`src/rtl/seq_strobe_pkg.sv`:
```
package seq_strobe_pkg;

  typedef enum logic [1:0] {
    EVK_PLAIN = 2'd0,
    EVK_DEFER = 2'd1,
    EVK_TRAP  = 2'd2,
    EVK_RSVD  = 2'd3
  } ev_kind_e;

  typedef enum logic [1:0] {
    ENG_IDLE  = 2'd0,
    ENG_PULSE = 2'd1,
    ENG_GAP   = 2'd2,
    ENG_HALT  = 2'd3
  } eng_state_e;

  function automatic int max3(input int a, input int b, input int c);
    int m;
    m = (a > b) ? a : b;
    return (m > c) ? m : c;
  endfunction

endpackage

```
`src/rtl/seq_pulse_engine.sv`:
```
module seq_pulse_engine
  import seq_strobe_pkg::*;
#(
  parameter int CNT_W      = 2,
  parameter int GAP_CYCLES = 1
) (
  input  logic             clk,
  input  logic             rst,
  input  logic             halt_i,
  input  logic             start_i,
  input  logic [CNT_W-1:0] start_len_i,
  output logic             can_start_o,
  output logic             status_o,
  output logic             halted_o,
  output logic             active_o
);

  localparam logic [CNT_W-1:0] ONE      = CNT_W'(1);
  localparam logic [CNT_W-1:0] GAP_LAST = CNT_W'(GAP_CYCLES - 1);

  eng_state_e       state_q;
  logic [CNT_W-1:0] cnt_q;

  // Starting is allowed from idle, or on the final gap clock so that
  // a waiting event follows with exactly GAP_CYCLES low clocks.
  assign can_start_o = (state_q == ENG_IDLE) ||
                       ((state_q == ENG_GAP) && (cnt_q == '0));
  assign halted_o    = (state_q == ENG_HALT);
  assign active_o    = (state_q != ENG_IDLE);

  always_ff @(posedge clk) begin
    if (rst) begin
      state_q  <= ENG_IDLE;
      cnt_q    <= '0;
      status_o <= 1'b0;
    end else if (halt_i || state_q == ENG_HALT) begin
      state_q  <= ENG_HALT;
      cnt_q    <= '0;
      status_o <= 1'b1;
    end else begin
      unique case (state_q)
        ENG_IDLE: begin
          if (start_i) begin
            state_q  <= ENG_PULSE;
            cnt_q    <= start_len_i - ONE;
            status_o <= 1'b1;
          end
        end
        ENG_PULSE: begin
          if (cnt_q == '0) begin
            state_q  <= ENG_GAP;
            cnt_q    <= GAP_LAST;
            status_o <= 1'b0;
          end else begin
            cnt_q <= cnt_q - ONE;
          end
        end
        ENG_GAP: begin
          if (cnt_q != '0) begin
            cnt_q <= cnt_q - ONE;
          end else if (start_i) begin
            state_q  <= ENG_PULSE;
            cnt_q    <= start_len_i - ONE;
            status_o <= 1'b1;
          end else begin
            state_q <= ENG_IDLE;
          end
        end
        default: begin
          state_q <= ENG_HALT;
        end
      endcase
    end
  end

endmodule

```
`src/rtl/seq_event_slot.sv`:
```
module seq_event_slot #(
  parameter int CNT_W = 2
) (
  input  logic             clk,
  input  logic             rst,
  input  logic             flush_i,
  input  logic             push_i,
  input  logic [CNT_W-1:0] push_len_i,
  input  logic             pop_i,
  output logic             valid_o,
  output logic [CNT_W-1:0] len_o,
  output logic             ovf_o
);

  always_ff @(posedge clk) begin
    if (rst || flush_i) begin
      valid_o <= 1'b0;
      len_o   <= '0;
      ovf_o   <= 1'b0;
    end else begin
      ovf_o <= push_i && valid_o && !pop_i;
      if (pop_i && push_i) begin
        valid_o <= 1'b1;
        len_o   <= push_len_i;
      end else if (pop_i) begin
        valid_o <= 1'b0;
      end else if (push_i && !valid_o) begin
        valid_o <= 1'b1;
        len_o   <= push_len_i;
      end
    end
  end

endmodule

```
`src/rtl/seq_refill_decode.sv`:
```
module seq_refill_decode #(
  parameter int              CAUSE_W     = 4,
  parameter logic [(1<<CAUSE_W)-1:0] REFILL_MASK = '1
) (
  input  logic               clk,
  input  logic               rst,
  input  logic               op_valid_i,
  input  logic [CAUSE_W-1:0] op_cause_i,
  output logic               refill_o
);

  always_ff @(posedge clk) begin
    if (rst) refill_o <= 1'b0;
    else     refill_o <= op_valid_i && REFILL_MASK[op_cause_i];
  end

endmodule

```
`src/rtl/seq_strobe_encoder.sv`:
```
module seq_strobe_encoder
  import seq_strobe_pkg::*;
#(
  parameter int LEN_BOUNDARY = 1,
  parameter int LEN_DEFER    = 2,
  parameter int LEN_TRAP     = 3,
  parameter int GAP_CYCLES   = 1,
  parameter int CAUSE_W      = 4,
  parameter logic [(1<<CAUSE_W)-1:0] REFILL_MASK = 16'h01FE
) (
  input  logic               clk,
  input  logic               rst,
  input  logic               ev_valid_i,
  input  logic [1:0]         ev_kind_i,
  input  logic               halt_req_i,
  input  logic               op_valid_i,
  input  logic [CAUSE_W-1:0] op_cause_i,
  output logic               status_o,
  output logic               refill_o,
  output logic               busy_o,
  output logic               overflow_o
);

  localparam int LEN_MAX = max3(LEN_BOUNDARY, LEN_DEFER, LEN_TRAP);
  localparam int CNT_W   = $clog2(((LEN_MAX > GAP_CYCLES) ? LEN_MAX : GAP_CYCLES) + 1);

  logic             can_start, halted, active;
  logic             q_valid, q_ovf;
  logic [CNT_W-1:0] q_len;
  logic [CNT_W-1:0] in_len;
  logic             ev_ok, take_q, take_in, start, push;
  logic [CNT_W-1:0] start_len;
  ev_kind_e         kind;

  assign kind = ev_kind_e'(ev_kind_i);

  always_comb begin
    unique case (kind)
      EVK_PLAIN: in_len = CNT_W'(LEN_BOUNDARY);
      EVK_DEFER: in_len = CNT_W'(LEN_DEFER);
      EVK_TRAP:  in_len = CNT_W'(LEN_TRAP);
      default:   in_len = '0;
    endcase
  end

  assign ev_ok     = ev_valid_i && (kind != EVK_RSVD) && !halted && !halt_req_i;
  assign take_q    = can_start && q_valid && !halt_req_i;
  assign take_in   = can_start && !q_valid && ev_ok;
  assign start     = take_q || take_in;
  assign start_len = take_q ? q_len : in_len;
  assign push      = ev_ok && !take_in;

  seq_pulse_engine #(
    .CNT_W      (CNT_W),
    .GAP_CYCLES (GAP_CYCLES)
  ) u_engine (
    .clk         (clk),
    .rst         (rst),
    .halt_i      (halt_req_i),
    .start_i     (start),
    .start_len_i (start_len),
    .can_start_o (can_start),
    .status_o    (status_o),
    .halted_o    (halted),
    .active_o    (active)
  );

  seq_event_slot #(
    .CNT_W (CNT_W)
  ) u_slot (
    .clk        (clk),
    .rst        (rst),
    .flush_i    (halt_req_i),
    .push_i     (push),
    .push_len_i (in_len),
    .pop_i      (take_q),
    .valid_o    (q_valid),
    .len_o      (q_len),
    .ovf_o      (q_ovf)
  );

  seq_refill_decode #(
    .CAUSE_W     (CAUSE_W),
    .REFILL_MASK (REFILL_MASK)
  ) u_refill (
    .clk        (clk),
    .rst        (rst),
    .op_valid_i (op_valid_i),
    .op_cause_i (op_cause_i),
    .refill_o   (refill_o)
  );

  assign busy_o     = active || q_valid;
  assign overflow_o = q_ovf;

endmodule

```
`config.mk`:
```
export PLATFORM = sky130hd
export DESIGN_NAME = seq_strobe_encoder
export DESIGN_NICKNAME = d
export VERILOG_FILES = /design/src/rtl/seq_strobe_pkg.sv /design/src/rtl/seq_pulse_engine.sv /design/src/rtl/seq_event_slot.sv /design/src/rtl/seq_refill_decode.sv /design/src/rtl/seq_strobe_encoder.sv
export SDC_FILE = /design/constraint.sdc
export NUM_CORES = 1
export LEC_CHECK = 0
export ABC_CLOCK_PERIOD_IN_PS = 4700
export BUFFER_PORTS_ARGS = -buffer_cell sky130_fd_sc_hd__buf_2
export CAP_MARGIN = 20
export CELL_PAD_IN_SITES_DETAIL_PLACEMENT = 1
export CELL_PAD_IN_SITES_GLOBAL_PLACEMENT = 2
export CORE_AREA = 2 2 54 56
export CTS_CLUSTER_DIAMETER = 50
export DETAILED_ROUTE_END_ITERATION = 7
export DIE_AREA = 0 0 56 58
export PLACE_DENSITY_LB_ADDON = 0.15
export SKIP_LAST_GASP = 1
export SYNTH_ARGS = -nofsm -noshare
export SYNTH_HDL_FRONTEND = slang
export SYNTH_HIERARCHICAL = 1
export SYNTH_SLANG_ARGS = --single-unit
```
`constraint.sdc`:
```
create_clock -name clk -period 4.7 [get_ports clk]
set_clock_uncertainty 0.15 [all_clocks]
set_input_delay 0.47 -clock clk [delete_from_list [all_inputs] [get_ports clk]]
set_output_delay 0.47 -clock clk [all_outputs]
set_load 0.005 [all_outputs]
```
[Yosys cells after proc, flatten, opt, wreduce, memory -nomap -nowiden]
Memories as Yosys holds them, arrays and structs flattened.
Cells that the tools add are included.
Word-level totals
  register bits: 10
  latch bits: 0
  RAM bits: 0
  ROM bits: 16
  input port bits: 11
  output and inout port bits: 4
  word-level logic and storage cells: 82
  memories kept: 1
Operators by class
  $add $sub $neg: 2
  $mul: 0
  divide/modulo/power cells: 0
  order comparisons: 1
  equality and inequality tests: 10
  shift-type cells: 0
  mux-type cells: 24
  bitwise operators: 0
  reduce and logical (&&, ||, !) cells: 37
Memories
  (no name shown): depth 16, width 1, rd ports 1, clocked after Yosys merged registers in 0, write ports 0, line seq_refill_decode.sv:14  | else refill_o <= op_valid_i && REFILL_MASK[op_cause_i];
Operators with widths (count)
  2-to-1 mux 2 bit: 11
  case mux 2 bit (3 select lines): 3
  logical AND 1 bit: 14
  2-to-1 mux 1 bit: 9
  == test 2 bit, second input constant: 3
  zero test 2 bit: 3
  != test 3 bit, second input constant: 2
  AND reduction 3 bit: 2
  nonzero test 2 bit: 3
  nonzero test 3 bit: 2
  zero test 1 bit: 5
  logical OR 1 bit: 5
  < comparator 4 x 5 -> 1 bit, second input constant: 1
  == test 2 x 1 -> 1 bit, second input constant: 2
  nonzero test 4 bit: 1
  subtractor 2 x 1 -> 2 bit, second input constant: 2
  != test 3 x 1 -> 1 bit, second input constant: 1
  case mux 1 bit (3 select lines): 1
  != test 2 x 1 -> 1 bit, second input constant: 1
  != test 2 bit, second input constant: 1
  AND reduction 2 bit: 1
  OR reduction 2 bit: 1

[Logic depth before layout (Yosys ltp)]
  depth in word-level cells: 11
  mapped depth: 10
  gate-level depth less buffers: 9

[By module]
The synthesis kept the hierarchy.
Modules (own cells, without submodules)
  seq_pulse_engine: times used 1, cells an instance 50, area an instance 421.7 µm², seq. area each 100.1 µm²
  seq_event_slot: times used 1, cells an instance 15, area an instance 163.9 µm², seq. area each 80.1 µm²
  seq_strobe_encoder: times used 1, cells an instance 16, area an instance 127.6 µm², seq. area each 0.0 µm²
  seq_refill_decode: times used 1, cells an instance 4, area an instance 43.8 µm², seq. area each 20.0 µm²

[Least setup slack after synthesis]
Ideal clock, no wire load.
  kind: reg2reg
  from: register u_engine.state_q[0]
  to: register u_engine.cnt_q[0]
  library setup time: 60 ps
  arrival: 2360 ps
  data required time: 4490 ps
  slack: 2130 ps
  stages on the path, launching flop included: 10
  path buffers: 0
  clock period less this slack: 2570 ps
  cell sequence: dfxtp_1 -> inv_1 -> ha_1 -> nor3b_1 -> or2_2 -> nand3b_1 -> mux2_2 -> nand3b_1 -> a2111oi_0 -> o311a_1
On the way
  longest elaborated chain between the ends: 10
  elaborated cells between the ends (all ways): 22
  those cells by class: add/sub (1); eq/ne (3); mux (4); reduce/logical (14)
Ends and longest elaborated chain
  from (decl): line seq_pulse_engine.sv:21  | eng_state_e state_q;
  from (signal assigned): line seq_pulse_engine.sv:33  | state_q <= ENG_IDLE;
  from (signal assigned): line seq_pulse_engine.sv:37  | state_q <= ENG_HALT;
  from (signal assigned): line seq_pulse_engine.sv:44  | state_q <= ENG_PULSE;
  == test 2 bit: line seq_pulse_engine.sv:27  | ((state_q == ENG_GAP) && (cnt_q == '0));
  logical AND 1 bit: line seq_pulse_engine.sv:27
  logical OR 1 bit (*): line seq_pulse_engine.sv:26  | assign can_start_o = (state_q == ENG_IDLE) ||
  via can_start: line seq_strobe_encoder.sv:27  | logic can_start, halted, active;
  logical AND 1 bit (*) (2 in series): line seq_strobe_encoder.sv:47  | assign take_q = can_start && q_valid && !halt_req_i;
  2-to-1 mux 2 bit (*): line seq_strobe_encoder.sv:50  | assign start_len = take_q ? q_len : in_len;
  via start_len[0]: line seq_strobe_encoder.sv:32  | logic [CNT_W-1:0] start_len;
  subtractor 2 x 1 -> 2 bit (*): line seq_pulse_engine.sv:45, seq_pulse_engine.sv:63
  2-to-1 mux 2 bit (*): line seq_pulse_engine.sv:43, seq_pulse_engine.sv:61
  2-to-1 mux 2 bit: line seq_pulse_engine.sv:59  | if (cnt_q != '0) begin
  case mux 2 bit (3 select lines) (*): line seq_pulse_engine.sv:41  | unique case (state_q)
  to (signal assigned): line seq_pulse_engine.sv:45  | cnt_q <= start_len_i - ONE;
  to (signal assigned): line seq_pulse_engine.sv:60  | cnt_q <= cnt_q - ONE;
  to (signal assigned): line seq_pulse_engine.sv:63  | cnt_q <= start_len_i - ONE;
  to (decl): line seq_pulse_engine.sv:22  | logic [CNT_W-1:0] cnt_q;
The timed path passes the listed nets; every way through them passes the cells marked *.
A chain may end at the register's enable or synchronous reset.

[Worst setup path after layout]
Same ends and word-level chain as after synthesis.

==> flow_metrics.py <==
metrics = {
    "drt": {
        "drc": 0,
        "viasPerCell": 5.15,
        "wl_um": 1920,
        "drtIter0Drc": 3,
        "via_count": 685,
        "firstDrtPassIters": 4,
        "final_antenna_net_count": 0,
        "wl_per_cell_um": 14.4,
    },
    "synth": {
        "ys_warn_count": 6,
        "synth_cell_type_count": 41,
        "syn_area_um2": 757,
        "yosysSeqAreaShare_pct": 26.4,
        "syn_nets": 104,
        "synthCells": 85,
        "syn_avg_cell_area_um2": 8.91,
        "ys_ff_latch": 10,
        "async_flop_share_pct": 0,
        "synth_ff_type": "dfxtp_1",
        "synth_edf_count": 0,
    },
    "clock_network": {
        "ctsResizeCount": 0,
        "cts_hold_buf": 0,
        "post_cts_buffers": 0,
        "cts_tree": "yes",
        "cts-htree-levels": 1,
        "clk_latency_ns": 0.27,
        "clkTransAtPathRegs_ns": 0.08,
        "root_buffer": "clkbuf_4",
        "numCtsBuffers": 3,
        "cts_buffer_depth": 2,
        "cts_sinks": 10,
    },
    "setup_path": {
        "crit_chain": "inv_1 > ha_1 > nor3b_1 > or2_2 > nand3b_1 > mux2_2 > nand3b_1 > a2111oi_0 > o311a_1",
        "slowest_delay_ns": 0.46,
        "critPathBufInv": 1,
        "crit_top_cell": "nand3b_1",
        "crit_path_top_delay_cell": "a2111oi_0",
        "worstReg2RegStart": "u_engine/state_q[0]",
        "start_kind": "flip-flop",
        "critPathMaxFanout": 7,
        "critical-path-top-delay-family": "simple AND/OR/NAND/NOR gates",
        "worstPathArrival_ns": 2.96,
        "critical_path_required_ns": 4.77,
        "critical_path_class": "reg -> reg",
        "worstSetupEndpointType": "flip-flop",
        "critPathLaunch": "u_engine/state_q[0]",
    },
    "placement": {
        "routabilityCongestion": 0.775,
        "port_buffers": 14,
        "dp_hpwl_um": 1550,
        "dp.cells": 129,
        "placed_area_um2": 855,
    },
    "sta": {
        "hold_violations": 0,
        "relSlewSlack_pct": 55.6,
        "timing.final.crit_period_ns": 2.90,
        "slew_violations": 0,
        "setup_tns_ns": 0,
        "setup_violations": 0,
        "finalCritPeriodShare_pct": 61.6,
        "fmax_ghz": 0.345,
        "rsz0062_at_grt": "no",
        "worstMarginPinSlew_ns": 0.666,
    },
    "layout": {
        "layout-drive-gt1-share_pct": 28.4,
        "area_growth_pct": 17.7,
        "final_cells": 133,
        "postLayoutCoreUtil_pct": 33.5,
        "final_area_um2": 891,
        "diodes": 0,
        "final_nets": 122,
    },
    "floorplan": {
        "io_pins": 15,
        "die_w_um": 56,
        "core.rowCount": 19,
        "core_um2": 2660,
        "start_util_pct": 28.4,
        "die_h_um": 58,
        "dieArea_um2": 3250,
    },
    "global_routing": {
        "antenna_found_initial": 0,
        "grt_first_pass_wirelength_um": 3400,
        "grtUsageTotal_pct": 13.6,
        "first_global_vias": 768,
        "grt_max_degree": 9,
        "gr-total-overflow": 0,
    },
    "worst_hold_path": {
        "hold_path_class": "reg -> reg",
        "min_from": "u_slot/len_o[0]",
    },
    "status": {
        "status": "finished clean",
    },
    "power": {
        "switching_share_pct": 31.8,
        "p_sw_mw": 0.0784,
        "power_mw": 0.246,
        "pwr-share-seq_pct": 38.6,
        "comb_power_share_pct": 28.3,
        "powerDensity_nw_per_um2": 277,
        "intPower_mw": 0.168,
        "p_clk_share_pct": 33.1,
        "cellLeakagePower_nw": 0.426,
        "irDropWorstVdd_v": 0.000116,
    },
    "job": {
        "cap_violations": 0,
    },
}
[layout make-up]
type | count | area [µm²]
flip-flops and latches | 10 | 200
multi-input cells | 63 | 504
fillers | 327 | 1770
clock buffers | 4 | 36.3
repair buffers | 14 | 70.1
inverters | 11 | 41.3
well taps | 31 | 38.8
[flip-flops by register name, indices dropped and copies added, names as in the netlist]
signal,flops
u_slot/valid_o,1
u_engine/cnt_q,2
u_refill/refill_o,1
u_engine/state_q,2
u_slot/ovf_o,1
u_engine/status_o,1
u_slot/len_o,2
[synthesized netlist by cell type (3+ instances only)]
library cell,instances,area (µm²)
o21ai_0,3,15.0
ha_1,8,100
or2_2,3,18.8
dfxtp_1,10,200
nand2_1,5,18.8
nor2_1,5,18.8
inv_1,11,41.3
[path summary, 6_finish.rpt]
path	cells after the start	slack, ns	endpoint
max	9	1.80	u_engine/cnt_q[0]
min	2	0.32	u_slot/len_o[0]
max reg2reg	9	1.80	u_engine/cnt_q[0]
min reg2reg	2	0.32	u_slot/len_o[0]
[placed cells by master (no fill, tap or decap), types with 2 or more instances in the layout]
cell / Yosys / routed
ha_1: 8 / 8
dfxtp_1: 10 / 10
nand2b_1: 2 / 2
inv_1: 11 / 11
mux2_2: 2 / 2
o21a_1: 2 / 2
nand2_1: 5 / 5
o211a_1: 2 / 2
or2_2: 3 / 3
nor2_1: 5 / 5
buf_2: 0 / 14
nand3b_1: 2 / 2
mux2i_1: 2 / 2
o21ai_0: 3 / 3
clkbuf_4: 0 / 3
[worst min-delay path, cell delays in order, from the launching register on]
cell,delay (ns)
dfxtp_1,0.31
nand2_1,0.05
mux2i_1,0.06
[power by group through the flow]
stage	clock [mW]	sequential [mW]	combinational (mW)
final	0.0815	0.0952	0.0698
after global routing	0.0906	0.0961	0.0794
after CTS	0.0860	0.0950	0.0705
after detailed placement	0	0.0971	0.0700
after global placement	0	0.0970	0.0689
after floorplan	0	0.0959	0.0483
[per-layer routing]
metal / GRT usage (%) / up-vias / wire, µm
li1: - / 339 / -
met1: 16.5 / 330 / 925
met2: 23.7 / 14 / 921
met3: 2.90 / 2 / 58
met4: 5.10 / 0 / 13
met5: 0 / - / 0
[logic make-up (layout without fill, tap and decap cells)]
kind of cell | after synthesis | in the layout | share of synthesized area (%)
compound gates | 21 | 21 | 21.7
xor+xnor | 1 | 1 | 1.16
fa+ha+maj | 8 | 8 | 13.2
buf+inv | 12 | 29 | 6.94
flops | 10 | 10 | 26.4
mux | 4 | 4 | 5.62
simple gates | 29 | 29 | 25.0
[metrics by stage]
step	hold slack, ns	setup slack, ns
after floorplan	0.286	2.13
after global placement	0.296	1.83
after detailed placement	0.312	1.83
after CTS	0.304	1.81
after global routing	0.301	1.52
final	0.316	1.80
(Power assumes the default switching activity.)
